--- src/rtl/rx_fifo_pkg.sv ---
package rx_fifo_pkg;
  localparam int unsigned DATA_W         = 8;
  localparam int unsigned OVS            = 16;  // ticks per bit
  localparam int unsigned TMO_WORDS      = 4;
  localparam int unsigned TMO_EXTRA_BITS = 12;
  localparam int unsigned FRAME_OVERHEAD = 2;   // start + one stop
  localparam int unsigned MIN_DATA_BITS  = 5;

  typedef struct packed {
    logic              brk;
    logic              frm;
    logic              par;
    logic [DATA_W-1:0] data;
  } rx_entry_t;

  localparam int unsigned ENTRY_W = $bits(rx_entry_t);

  function automatic int unsigned tmo_ticks(input logic [1:0] wl);
    return OVS * (TMO_WORDS * (MIN_DATA_BITS + 32'(wl) + FRAME_OVERHEAD) + TMO_EXTRA_BITS);
  endfunction

  function automatic int unsigned trig_level(input logic [1:0] sel, input logic fifo_on);
    if (!fifo_on) return 1;
    case (sel)
      2'b00:   return 1;
      2'b01:   return 4;
      2'b10:   return 8;
      default: return 14;
    endcase
  endfunction

  localparam int unsigned MAX_TMO = tmo_ticks(2'b11);
endpackage

--- src/rtl/rx_tag_fifo.sv ---
module rx_tag_fifo #(
  parameter int unsigned DEPTH = 16,
  parameter int unsigned W     = 11,
  parameter int unsigned CW    = 5
) (
  input  logic          clk_i,
  input  logic          rst_ni,
  input  logic          flush_i,
  input  logic          cap_one_i,
  input  logic          push_i,
  input  logic          pop_i,
  input  logic [W-1:0]  din_i,
  output logic [W-1:0]  dout_o,
  output logic [CW-1:0] count_o,
  output logic          push_ok_o,
  output logic          pop_ok_o
);
  localparam int unsigned AW = (DEPTH > 1) ? $clog2(DEPTH) : 1;

  logic [W-1:0]  mem_q [DEPTH];
  logic [AW-1:0] wr_ptr_q, rd_ptr_q;
  logic [CW-1:0] count_q, cap;

  function automatic logic [AW-1:0] nxt(input logic [AW-1:0] p);
    return (p == AW'(DEPTH - 1)) ? '0 : p + AW'(1);
  endfunction

  assign cap       = cap_one_i ? CW'(1) : CW'(DEPTH);
  assign pop_ok_o  = pop_i & ~flush_i & (count_q != '0);
  assign push_ok_o = push_i & ~flush_i & ((count_q < cap) | pop_ok_o);

  always_ff @(posedge clk_i or negedge rst_ni) begin
    if (!rst_ni) begin
      wr_ptr_q <= '0;
      rd_ptr_q <= '0;
      count_q  <= '0;
    end else if (flush_i) begin
      wr_ptr_q <= '0;
      rd_ptr_q <= '0;
      count_q  <= '0;
    end else begin
      if (push_ok_o) wr_ptr_q <= nxt(wr_ptr_q);
      if (pop_ok_o)  rd_ptr_q <= nxt(rd_ptr_q);
      count_q <= count_q + CW'(push_ok_o) - CW'(pop_ok_o);
    end
  end

  always_ff @(posedge clk_i) begin
    if (push_ok_o) mem_q[wr_ptr_q] <= din_i;
  end

  assign dout_o  = mem_q[rd_ptr_q];
  assign count_o = count_q;

  a_r4_no_overflow: assert property (@(posedge clk_i) disable iff (!rst_ni)
    count_q <= CW'(DEPTH));
  a_r4_full_hold: assert property (@(posedge clk_i) disable iff (!rst_ni)
    (count_q == CW'(DEPTH) && push_i && !pop_i && !flush_i) |=> count_q == CW'(DEPTH));
  a_r5_single_entry: assert property (@(posedge clk_i) disable iff (!rst_ni)
    (cap_one_i && !flush_i) |-> count_q <= CW'(1));
endmodule

--- src/rtl/rx_char_timer.sv ---
module rx_char_timer #(
  parameter int unsigned TW = 10
) (
  input  logic          clk_i,
  input  logic          rst_ni,
  input  logic          tick_i,
  input  logic          restart_i,
  input  logic          idle_i,
  input  logic          clear_i,
  input  logic [TW-1:0] limit_i,
  output logic          expired_o
);
  logic [TW-1:0] cnt_q;
  logic          hit, exp_q;

  assign hit = tick_i & ~restart_i & ~idle_i & (cnt_q == limit_i - TW'(1));

  always_ff @(posedge clk_i or negedge rst_ni) begin
    if (!rst_ni)                cnt_q <= '0;
    else if (restart_i | idle_i) cnt_q <= '0;
    else if (tick_i)            cnt_q <= hit ? '0 : cnt_q + TW'(1);
  end

  always_ff @(posedge clk_i or negedge rst_ni) begin
    if (!rst_ni)      exp_q <= 1'b0;
    else if (clear_i) exp_q <= 1'b0;
    else if (hit)     exp_q <= 1'b1;
  end

  assign expired_o = exp_q;

  a_r9_restart_blocks: assert property (@(posedge clk_i) disable iff (!rst_ni)
    (restart_i && !expired_o) |=> !expired_o);
  a_r8_idle_no_set: assert property (@(posedge clk_i) disable iff (!rst_ni)
    (idle_i && !expired_o) |=> !expired_o);
endmodule

--- src/rtl/uart_rx_fifo_tmo.sv ---
module uart_rx_fifo_tmo
  import rx_fifo_pkg::*;
#(
  parameter int unsigned DEPTH = 16
) (
  input  logic              clk_i,
  input  logic              rst_ni,
  input  logic              tick16_i,
  input  logic              fifo_en_i,
  input  logic [1:0]        trig_sel_i,
  input  logic [1:0]        word_len_i,
  input  logic              rx_irq_en_i,
  input  logic              char_valid_i,
  input  logic [DATA_W-1:0] char_data_i,
  input  logic              char_par_err_i,
  input  logic              char_frm_err_i,
  input  logic              char_brk_i,
  input  logic              rhr_rd_i,
  input  logic              lsr_rd_i,
  output logic [DATA_W-1:0] rhr_o,
  output logic [4:0]        lsr_o,
  output logic              rx_pend_o,
  output logic              tmo_o,
  output logic              irq_o
);
  localparam int unsigned CW = $clog2(DEPTH + 1);
  localparam int unsigned TW = $clog2(MAX_TMO + 1);

  logic          fen_q, flush, push_ok, pop_ok, nonempty, ovr_q, tmo;
  logic [CW-1:0] count;
  rx_entry_t     din, head;
  logic [TW-1:0] limit;

  always_ff @(posedge clk_i or negedge rst_ni) begin
    if (!rst_ni) fen_q <= 1'b0;
    else         fen_q <= fifo_en_i;
  end
  assign flush = fifo_en_i ^ fen_q;

  assign din = '{brk: char_brk_i, frm: char_frm_err_i, par: char_par_err_i, data: char_data_i};

  rx_tag_fifo #(.DEPTH(DEPTH), .W(ENTRY_W), .CW(CW)) u_fifo (
    .clk_i     (clk_i),
    .rst_ni    (rst_ni),
    .flush_i   (flush),
    .cap_one_i (~fifo_en_i),
    .push_i    (char_valid_i),
    .pop_i     (rhr_rd_i),
    .din_i     (din),
    .dout_o    (head),
    .count_o   (count),
    .push_ok_o (push_ok),
    .pop_ok_o  (pop_ok)
  );

  assign nonempty = (count != '0);

  // sticky overrun; a new drop wins over a clearing status read
  always_ff @(posedge clk_i or negedge rst_ni) begin
    if (!rst_ni) ovr_q <= 1'b0;
    else         ovr_q <= (ovr_q & ~lsr_rd_i) | (char_valid_i & ~push_ok & ~flush);
  end

  assign limit = TW'(tmo_ticks(word_len_i));

  rx_char_timer #(.TW(TW)) u_timer (
    .clk_i     (clk_i),
    .rst_ni    (rst_ni),
    .tick_i    (tick16_i),
    .restart_i (push_ok | pop_ok | flush),
    .idle_i    (~nonempty),
    .clear_i   (pop_ok | flush),
    .limit_i   (limit),
    .expired_o (tmo)
  );

  assign rhr_o     = nonempty ? head.data : '0;
  assign lsr_o     = {nonempty ? {head.brk, head.frm, head.par} : 3'b000, ovr_q, nonempty};
  assign rx_pend_o = (32'(count) >= trig_level(trig_sel_i, fifo_en_i)) | tmo;
  assign tmo_o     = tmo;
  assign irq_o     = rx_irq_en_i & rx_pend_o;

  a_r7_irq_needs_enable: assert property (@(posedge clk_i) disable iff (!rst_ni)
    irq_o |-> rx_irq_en_i);
  a_r9_tmo_only_with_data: assert property (@(posedge clk_i) disable iff (!rst_ni)
    tmo_o |-> lsr_o[0]);
  a_r9_read_clears_tmo: assert property (@(posedge clk_i) disable iff (!rst_ni)
    pop_ok |=> !tmo_o);
  a_r4_ovr_sticky: assert property (@(posedge clk_i) disable iff (!rst_ni)
    (lsr_o[1] && !lsr_rd_i) |=> lsr_o[1]);
endmodule

--- config.mk ---
export PLATFORM = sky130hd
export DESIGN_NAME = uart_rx_fifo_tmo
export DESIGN_NICKNAME = d
export VERILOG_FILES = /design/src/rtl/rx_fifo_pkg.sv /design/src/rtl/rx_tag_fifo.sv /design/src/rtl/rx_char_timer.sv /design/src/rtl/uart_rx_fifo_tmo.sv
export SDC_FILE = /design/constraint.sdc
export NUM_CORES = 1
export LEC_CHECK = 0
export ABC_AREA = 1
export BUFFER_PORTS_ARGS = -buffer_cell sky130_fd_sc_hd__buf_4
export CAP_MARGIN = 10
export CORE_MARGIN = 2
export CORE_UTILIZATION = 55
export CTS_CLUSTER_DIAMETER = 120
export CTS_CLUSTER_SIZE = 40
export DETAILED_ROUTE_END_ITERATION = 16
export PLACE_DENSITY = 0.75
export RECOVER_POWER = 25
export SKIP_LAST_GASP = 1
export SYNTH_ARGS = -nofsm -noshare
export SYNTH_HDL_FRONTEND = slang
export SYNTH_SLANG_ARGS = --single-unit
--- constraint.sdc ---
create_clock -name clk_i -period 2.48 [get_ports clk_i]
set_input_delay 0.124 -clock clk_i [delete_from_list [all_inputs] [get_ports clk_i]]
set_output_delay 0.124 -clock clk_i [all_outputs]
set_load 0.005 [all_outputs]
# Yosys cells after proc, flatten, opt, wreduce, memory -nomap -nowiden
# Memories as Yosys holds them, arrays and structs flattened.
# Index checks and enable logic that the tools add are counted.
# word_totals
romBits,0
mem_bits_rw,176
regBits,26
latch_bits,0
output_inout_bits,16
mem_count,1
# memory_table
name,depth,width,rd,rd_clocked_by_memory_dff,write_ports,line_no,source
u_fifo.mem_q,16,11,1,0,1,rx_tag_fifo.sv:20,logic [W-1:0] mem_q [DEPTH];
# op_classes
n_shift,0
mux,19
mul,0
n_reduce_logical,6
n_addsub,9
n_div,0
order_cmp,2
bitwise,24
eq_ne,5
# ops
op,count
>= comparator 5 x 32 -> 1 bit,1
two-way mux 10 bit,3
two-way mux 4 bit,7
one-hot mux 4 bit (3 select lines),1
bitwise AND 1 bit,11
adder 10 x 1 -> 10 bit (second input constant),1
equality test 10 bit,1
two-way mux 5 bit,2
subtractor 10 x 1 -> 10 bit (second input constant),1
adder 4 x 1 -> 4 bit (second input constant),2
equality test 4 bit (second input constant),2
two-way mux 8 bit,1
nonzero test 2 bit,4
bitwise OR 1 bit,7
adder 6 x 4 -> 6 bit (second input constant),1
adder 5 x 1 -> 5 bit,1
< comparator 5 bit,1
NOT 1 bit,5
nonzero test 5 bit,1
subtractor 5 x 1 -> 5 bit,1
adder 3 x 2 -> 4 bit (first input constant),1
adder 4 x 2 -> 4 bit (second input constant),1
two-way mux 1 bit,4
two-way mux 3 bit,1
other kinds (4),4

# Depth between registers and ports, before layout
# depth
depth_word,15
ltp_mapped,16

# Cells and area by module
# A second synthesis with hierarchy kept.
# unflattened
hier_cells,918
hier_area_um2,9494.1
# by_module_without_submodules
mod,area_per_inst_um2,cells_each,instances,seq_area_each_um2
rx_tag_fifo,8081.5,691,1,5610.4
rx_char_timer,974.7,152,1,275.3
uart_rx_fifo_tmo,437.9,75,1,50.0

# Least setup slack after synthesis
# Ideal clock, no wire load.
# synth_timing
path_type,flip-flop to flip-flop
from,register u_fifo.count_q[2] (netlist: u_fifo.count_o[2])
to,register u_fifo.count_q[4] (netlist: u_fifo.count_o[4])
path_slack_ns,0.093
path_buffers,0
arrival_time_ns,2.267
setup_ns,0.120
stages_incl_launch_ff,15
path_cell_list,dfrtp_1 > inv_1 > ha_1 > nand3_1 > nand3_4 > inv_1 > ha_1 > inv_1 > ha_1 > inv_1 > fa_1 > o21bai_1 > a21oi_1 > xor2_1 > nor2_1
# synth_via
elab_chain_cells,7
# synth_rtl
element,line_no,source
"start, declared",rx_tag_fifo.sv:22,"logic [CW-1:0] count_q, cap;"
"start signal, assigned",rx_tag_fifo.sv:44,count_q <= count_q + CW'(push_ok_o) - CW'(pop_ok_o);
nonzero test 5 bit *,-,
net nonempty,uart_rx_fifo_tmo.sv:29,"logic fen_q, flush, push_ok, pop_ok, nonempty, ovr_q, tmo;"
bitwise AND 1 bit *,rx_tag_fifo.sv:29,assign pop_ok_o = pop_i & ~flush_i & (count_q != '0);
bitwise OR 1 bit,rx_tag_fifo.sv:30,assign push_ok_o = push_i & ~flush_i & ((count_q < cap) | pop_ok_o);
bitwise AND 1 bit,rx_tag_fifo.sv:30,
adder 5 x 1 -> 5 bit,rx_tag_fifo.sv:44,
subtractor 5 x 1 -> 5 bit *,rx_tag_fifo.sv:44,
two-way mux 5 bit *,rx_tag_fifo.sv:37,end else if (flush_i) begin
# Mark *: on every way through the listed nets, which the timed path passes. The rest lies on a longest branch.
# A chain may end at the register's enable or synchronous reset.

# Final worst setup path
# layout_timing
from,register u_fifo.count_q[1] (netlist: u_fifo.count_o[1])
to,register u_fifo.count_q[4] (netlist: u_fifo.count_o[4])
# layout_via
elab_chain_cells,7
# layout_rtl
element,line_no
branches (longest 5 deep; another with < comparator 5 bit),-
subtractor 5 x 1 -> 5 bit *,rx_tag_fifo.sv:44
two-way mux 5 bit *,rx_tag_fifo.sv:37
# Every way passes the cells marked *.

==> qor.json <==
{
  "outcome": {
    "run_status": "finished, final reports clean"
  },
  "drt": {
    "ant_nets": 0,
    "avg_wl_per_cell_um": 19.7,
    "viasPerCell": 5.86,
    "drt_iter0_markers": 739,
    "first_pass_iters": 5,
    "remaining_routing_drc_violations": 0,
    "wl_um": 21100,
    "vias": 6279
  },
  "synthesis": {
    "synth_mux_area_share_pct": 0,
    "asyncSetResetFlopFracSynth_pct": 12.9,
    "parity_gate_share_of_the_synthesized_area_counting_xor_and_xnor_cells_pct": 0.881,
    "yosys_warnings": 0,
    "synth_seq_area_share_pct": 66.4,
    "largest_family_of_logic_cells_by_synthesized_area": "simple AND/OR/NAND/NOR gates",
    "dominantRegCellSynth": "sky130_fd_sc_hd__edfxtp_1",
    "syn_inst": 788,
    "synth_top_cells_by_area": "sky130_fd_sc_hd__edfxtp_1, sky130_fd_sc_hd__dfrtp_1, sky130_fd_sc_hd__nor2_1",
    "synth_most_common_cell": "sky130_fd_sc_hd__edfxtp_1",
    "synth_simple_gate_area_share_pct": 14.1,
    "synth_compound_area_share_pct": 11.3,
    "avgSynthCellArea_um2": 11.3,
    "yosys.area.top_type_share_pct": 59.1,
    "syn-cell-area_um2": 8940,
    "synth_seq_cells": 202,
    "synth_common_cells": "sky130_fd_sc_hd__edfxtp_1, sky130_fd_sc_hd__nor2_1, sky130_fd_sc_hd__o21ai_0, sky130_fd_sc_hd__nand2_1, sky130_fd_sc_hd__o211ai_1",
    "synth_area_leader_cell": "sky130_fd_sc_hd__edfxtp_1",
    "yosys.area_share.adder_pct": 3.30,
    "synth_edf_count": 176,
    "netlist-cell-type-count": 36,
    "synth_fp_nets": 834
  },
  "power_and_ir_drop": {
    "p_int_mw": 5.60,
    "combinationalPowerShare_pct": 32.6,
    "total_power_divided_by_cell_area_nw_per_um2": 816,
    "net-switching-power_mw": 2.69,
    "total_power_mw": 8.29,
    "power.clock.fraction_pct": 20.5,
    "static-leakage-power_nw": 3.68,
    "switching_share_pct": 32.5,
    "peakVddDrop_mv": 0.712,
    "seq_power_share_pct": 46.9
  },
  "layout": {
    "areaGrowthSynthToFinish_pct": 13.6,
    "multi_input_area_um2": 2710,
    "num-fill-cells": 1219,
    "layout-drive-gt1-share_pct": 13.5,
    "seq_area_um2": 5940,
    "nets": 899,
    "final_cell_count_no_fill": 1071,
    "antenna_cells": 0
  },
  "global_route": {
    "gr-usage-all-layers_pct": 23.7,
    "grt_max_degree": 77,
    "antenna_found_initial": 0,
    "globalRoute.totalOverflow": 0,
    "grt_first_pass_wirelength_um": 32200,
    "grt_pass1_vias": 6123
  },
  "timing": {
    "slew_viol_final": 0,
    "period_utilization_pct": 96.8,
    "hold_viol": 0,
    "tns_ns": 0,
    "setup_violations": 0,
    "timing.final.crit_period_ns": 2.40,
    "tightestPinTransition_ns": 1.45,
    "grt_setup_unrepaired": "true",
    "timing.slew.headroom_pct": 3.17,
    "worst_skew_ns": 0.0697,
    "fmaxAchievable_mhz": 417
  },
  "critical_path": {
    "arrival_ns": 2.83,
    "path_class": "register to register",
    "crit_path_end_kind": "register",
    "worst_ep_required_time_ns": 2.91,
    "start_kind": "register",
    "critPathMaxFanout": 5
  },
  "die": {
    "dieArea_um2": 17300,
    "io_pins": 39,
    "fp.coreArea_um2": 15900,
    "die_height_um": 132,
    "initial_standard_cell_utilization_of_the_core_pct": 56.3,
    "floorplan.die.width_um": 132,
    "core.rowCount": 46
  },
  "cts": {
    "tritoncts": "built",
    "clkTransAtPathRegs_ns": 0.14,
    "cts_inserted_buffers": 9,
    "ctsRootBufferMaster": "sky130_fd_sc_hd__clkbuf_16",
    "clock_tree.htree_level_count": 1,
    "cts_buffer_depth": 3,
    "numClockSinks": 202,
    "clkLatencyLatePin_ns": 0.48
  },
  "run": {
    "drv_cap": 0
  },
  "placement": {
    "dp_hpwl_um": 12800,
    "place.port_buffers": 38,
    "post-place-cells": 1031,
    "globalplace.congestion": 0.838
  },
  "min_path": {
    "worst_hold_path_type": "input pin to register"
  }
}
-- what timing repair did --
| action | in CTS | in global routing |
|---|---|---|
| endpoints found under the hold margin | 198 | 0 |
| pin swaps | 0 | 7 |
| resized for setup | 4 | 22 |
| buffers inserted | 2 | 8 |
| hold buffers | 15 | 0 |
| setup endpoints to repair | 7 | 15 |
| cloned | 0 | 2 |
-- cell families after synthesis --
| group | count (synthesis) |
|---|---|
| AND/OR/NAND/NOR | 291 |
| flip-flops | 202 |
| AO/OA/AOI/OAI | 175 |
| buffers and inverters | 88 |
| adder cells (fa/ha/maj) | 23 |
| XOR/XNOR | 9 |
-- metrics by stage --
stage	hold WS [ns]	utilization [%]	area, um^2	setup slack, ns
finish	0.0593	64.0	10200	0.0802
global placement	0.0505	60.2	9570	0.0729
detailed placement	0.0566	60.2	9570	-0.0988
global route	0.0624	64.0	10200	-0.0364
floorplan	-0.172	-	8940	0.0931
CTS	0.0695	63.0	10000	0.0185
-- metal layers --
layer | wire length, um | track usage [%] | vias up
met5 | 0 | 0 | -
met3 | 1600 | 3.16 | 32
met4 | 370 | 4.53 | 0
met1 | 8570 | 32.4 | 3100
li1 | - | - | 2894
met2 | 10600 | 41.1 | 253
-- registers in the layout, summed over array words and instances, names as in the netlist --
signal             count
u_fifo.mem_q         176
u_timer.cnt_q         10
u_fifo.count_o         5
u_fifo.rd_ptr_q        4
u_fifo.wr_ptr_q        4
fen_q                  1
ovr_q                  1
u_timer.expired_o      1
-- power by group through the flow --
stage | logic [mW] | registers (mW) | clock network, mW
floorplan | 1.50 | 3.93 | 0
global placement | 2.27 | 3.94 | 0
detailed placement | 2.36 | 3.94 | 0
CTS | 2.42 | 3.87 | 1.72
global route | 2.97 | 3.90 | 1.82
finish | 2.71 | 3.89 | 1.70
-- placed cells by master (no fill, tap or decap), types with 3 or more instances in the layout --
cell type	n
sky130_fd_sc_hd__edfxtp_1	176
sky130_fd_sc_hd__nor2_1	165
sky130_fd_sc_hd__o21ai_0	102
sky130_fd_sc_hd__nand2_1	61
sky130_fd_sc_hd__buf_4	61
sky130_fd_sc_hd__o211ai_1	45
sky130_fd_sc_hd__inv_1	38
sky130_fd_sc_hd__nand3_1	36
sky130_fd_sc_hd__dfrtp_1	23
sky130_fd_sc_hd__ha_1	19
sky130_fd_sc_hd__a21oi_1	15
sky130_fd_sc_hd__dlygate4sd3_1	15
sky130_fd_sc_hd__clkbuf_1	14
sky130_fd_sc_hd__clkbuf_16	11
sky130_fd_sc_hd__nand4_1	10
sky130_fd_sc_hd__inv_2	7
sky130_fd_sc_hd__nand2_2	5
sky130_fd_sc_hd__nand2_4	5
sky130_fd_sc_hd__xor2_1	5
sky130_fd_sc_hd__a21oi_2	4
sky130_fd_sc_hd__xnor2_1	4
sky130_fd_sc_hd__nor3_1	3
sky130_fd_sc_hd__ha_4	3
sky130_fd_sc_hd__dfrtp_2	3
-- cell type report --
| type | count | area share [%] |
|---|---|---|
| multi-input combinational | 498 | 26.6 |
| inverter | 48 | 1.86 |
| sequential | 202 | 58.4 |
| clock inverter | 1 | 0.295 |
| timing repair buffer | 94 | 7.80 |
| tap | 216 | 2.66 |
| clock buffer | 12 | 2.33 |
-- critical path, stage by stage (launching register included) --
cell and delay, ns:
sky130_fd_sc_hd__dfrtp_2 0.47, sky130_fd_sc_hd__nor2_1 0.20, sky130_fd_sc_hd__nand3_4 0.12, sky130_fd_sc_hd__nand3_4 0.08, sky130_fd_sc_hd__inv_2 0.06, sky130_fd_sc_hd__ha_1 0.28, sky130_fd_sc_hd__inv_1 0.10, sky130_fd_sc_hd__ha_4 0.14
sky130_fd_sc_hd__inv_2 0.04, sky130_fd_sc_hd__fa_2 0.40, sky130_fd_sc_hd__o21bai_1 0.14, sky130_fd_sc_hd__a21oi_1 0.09, sky130_fd_sc_hd__xor2_1 0.14, sky130_fd_sc_hd__nor2_1 0.09
-- path summary, 6_finish.rpt --
check / endpoint / start / slack, ns / depth (start not counted)
setup / recovery: u_fifo.count_o[4] / u_fifo.count_o[1] / 0.08 / 13
hold / removal: ovr_q / char_valid_i / 0.06 / 5
setup reg to reg: u_fifo.count_o[4] / u_fifo.count_o[1] / 0.08 / 13
hold reg to reg: u_timer.cnt_q[3] / u_timer.cnt_q[3] / 0.54 / 2
max in group asynchronous: u_fifo.rd_ptr_q[0] / rst_ni / 1.04 / 2
min in group asynchronous: u_timer.cnt_q[6] / rst_ni / 0.49 / 2
(Power assumes the default switching activity.)
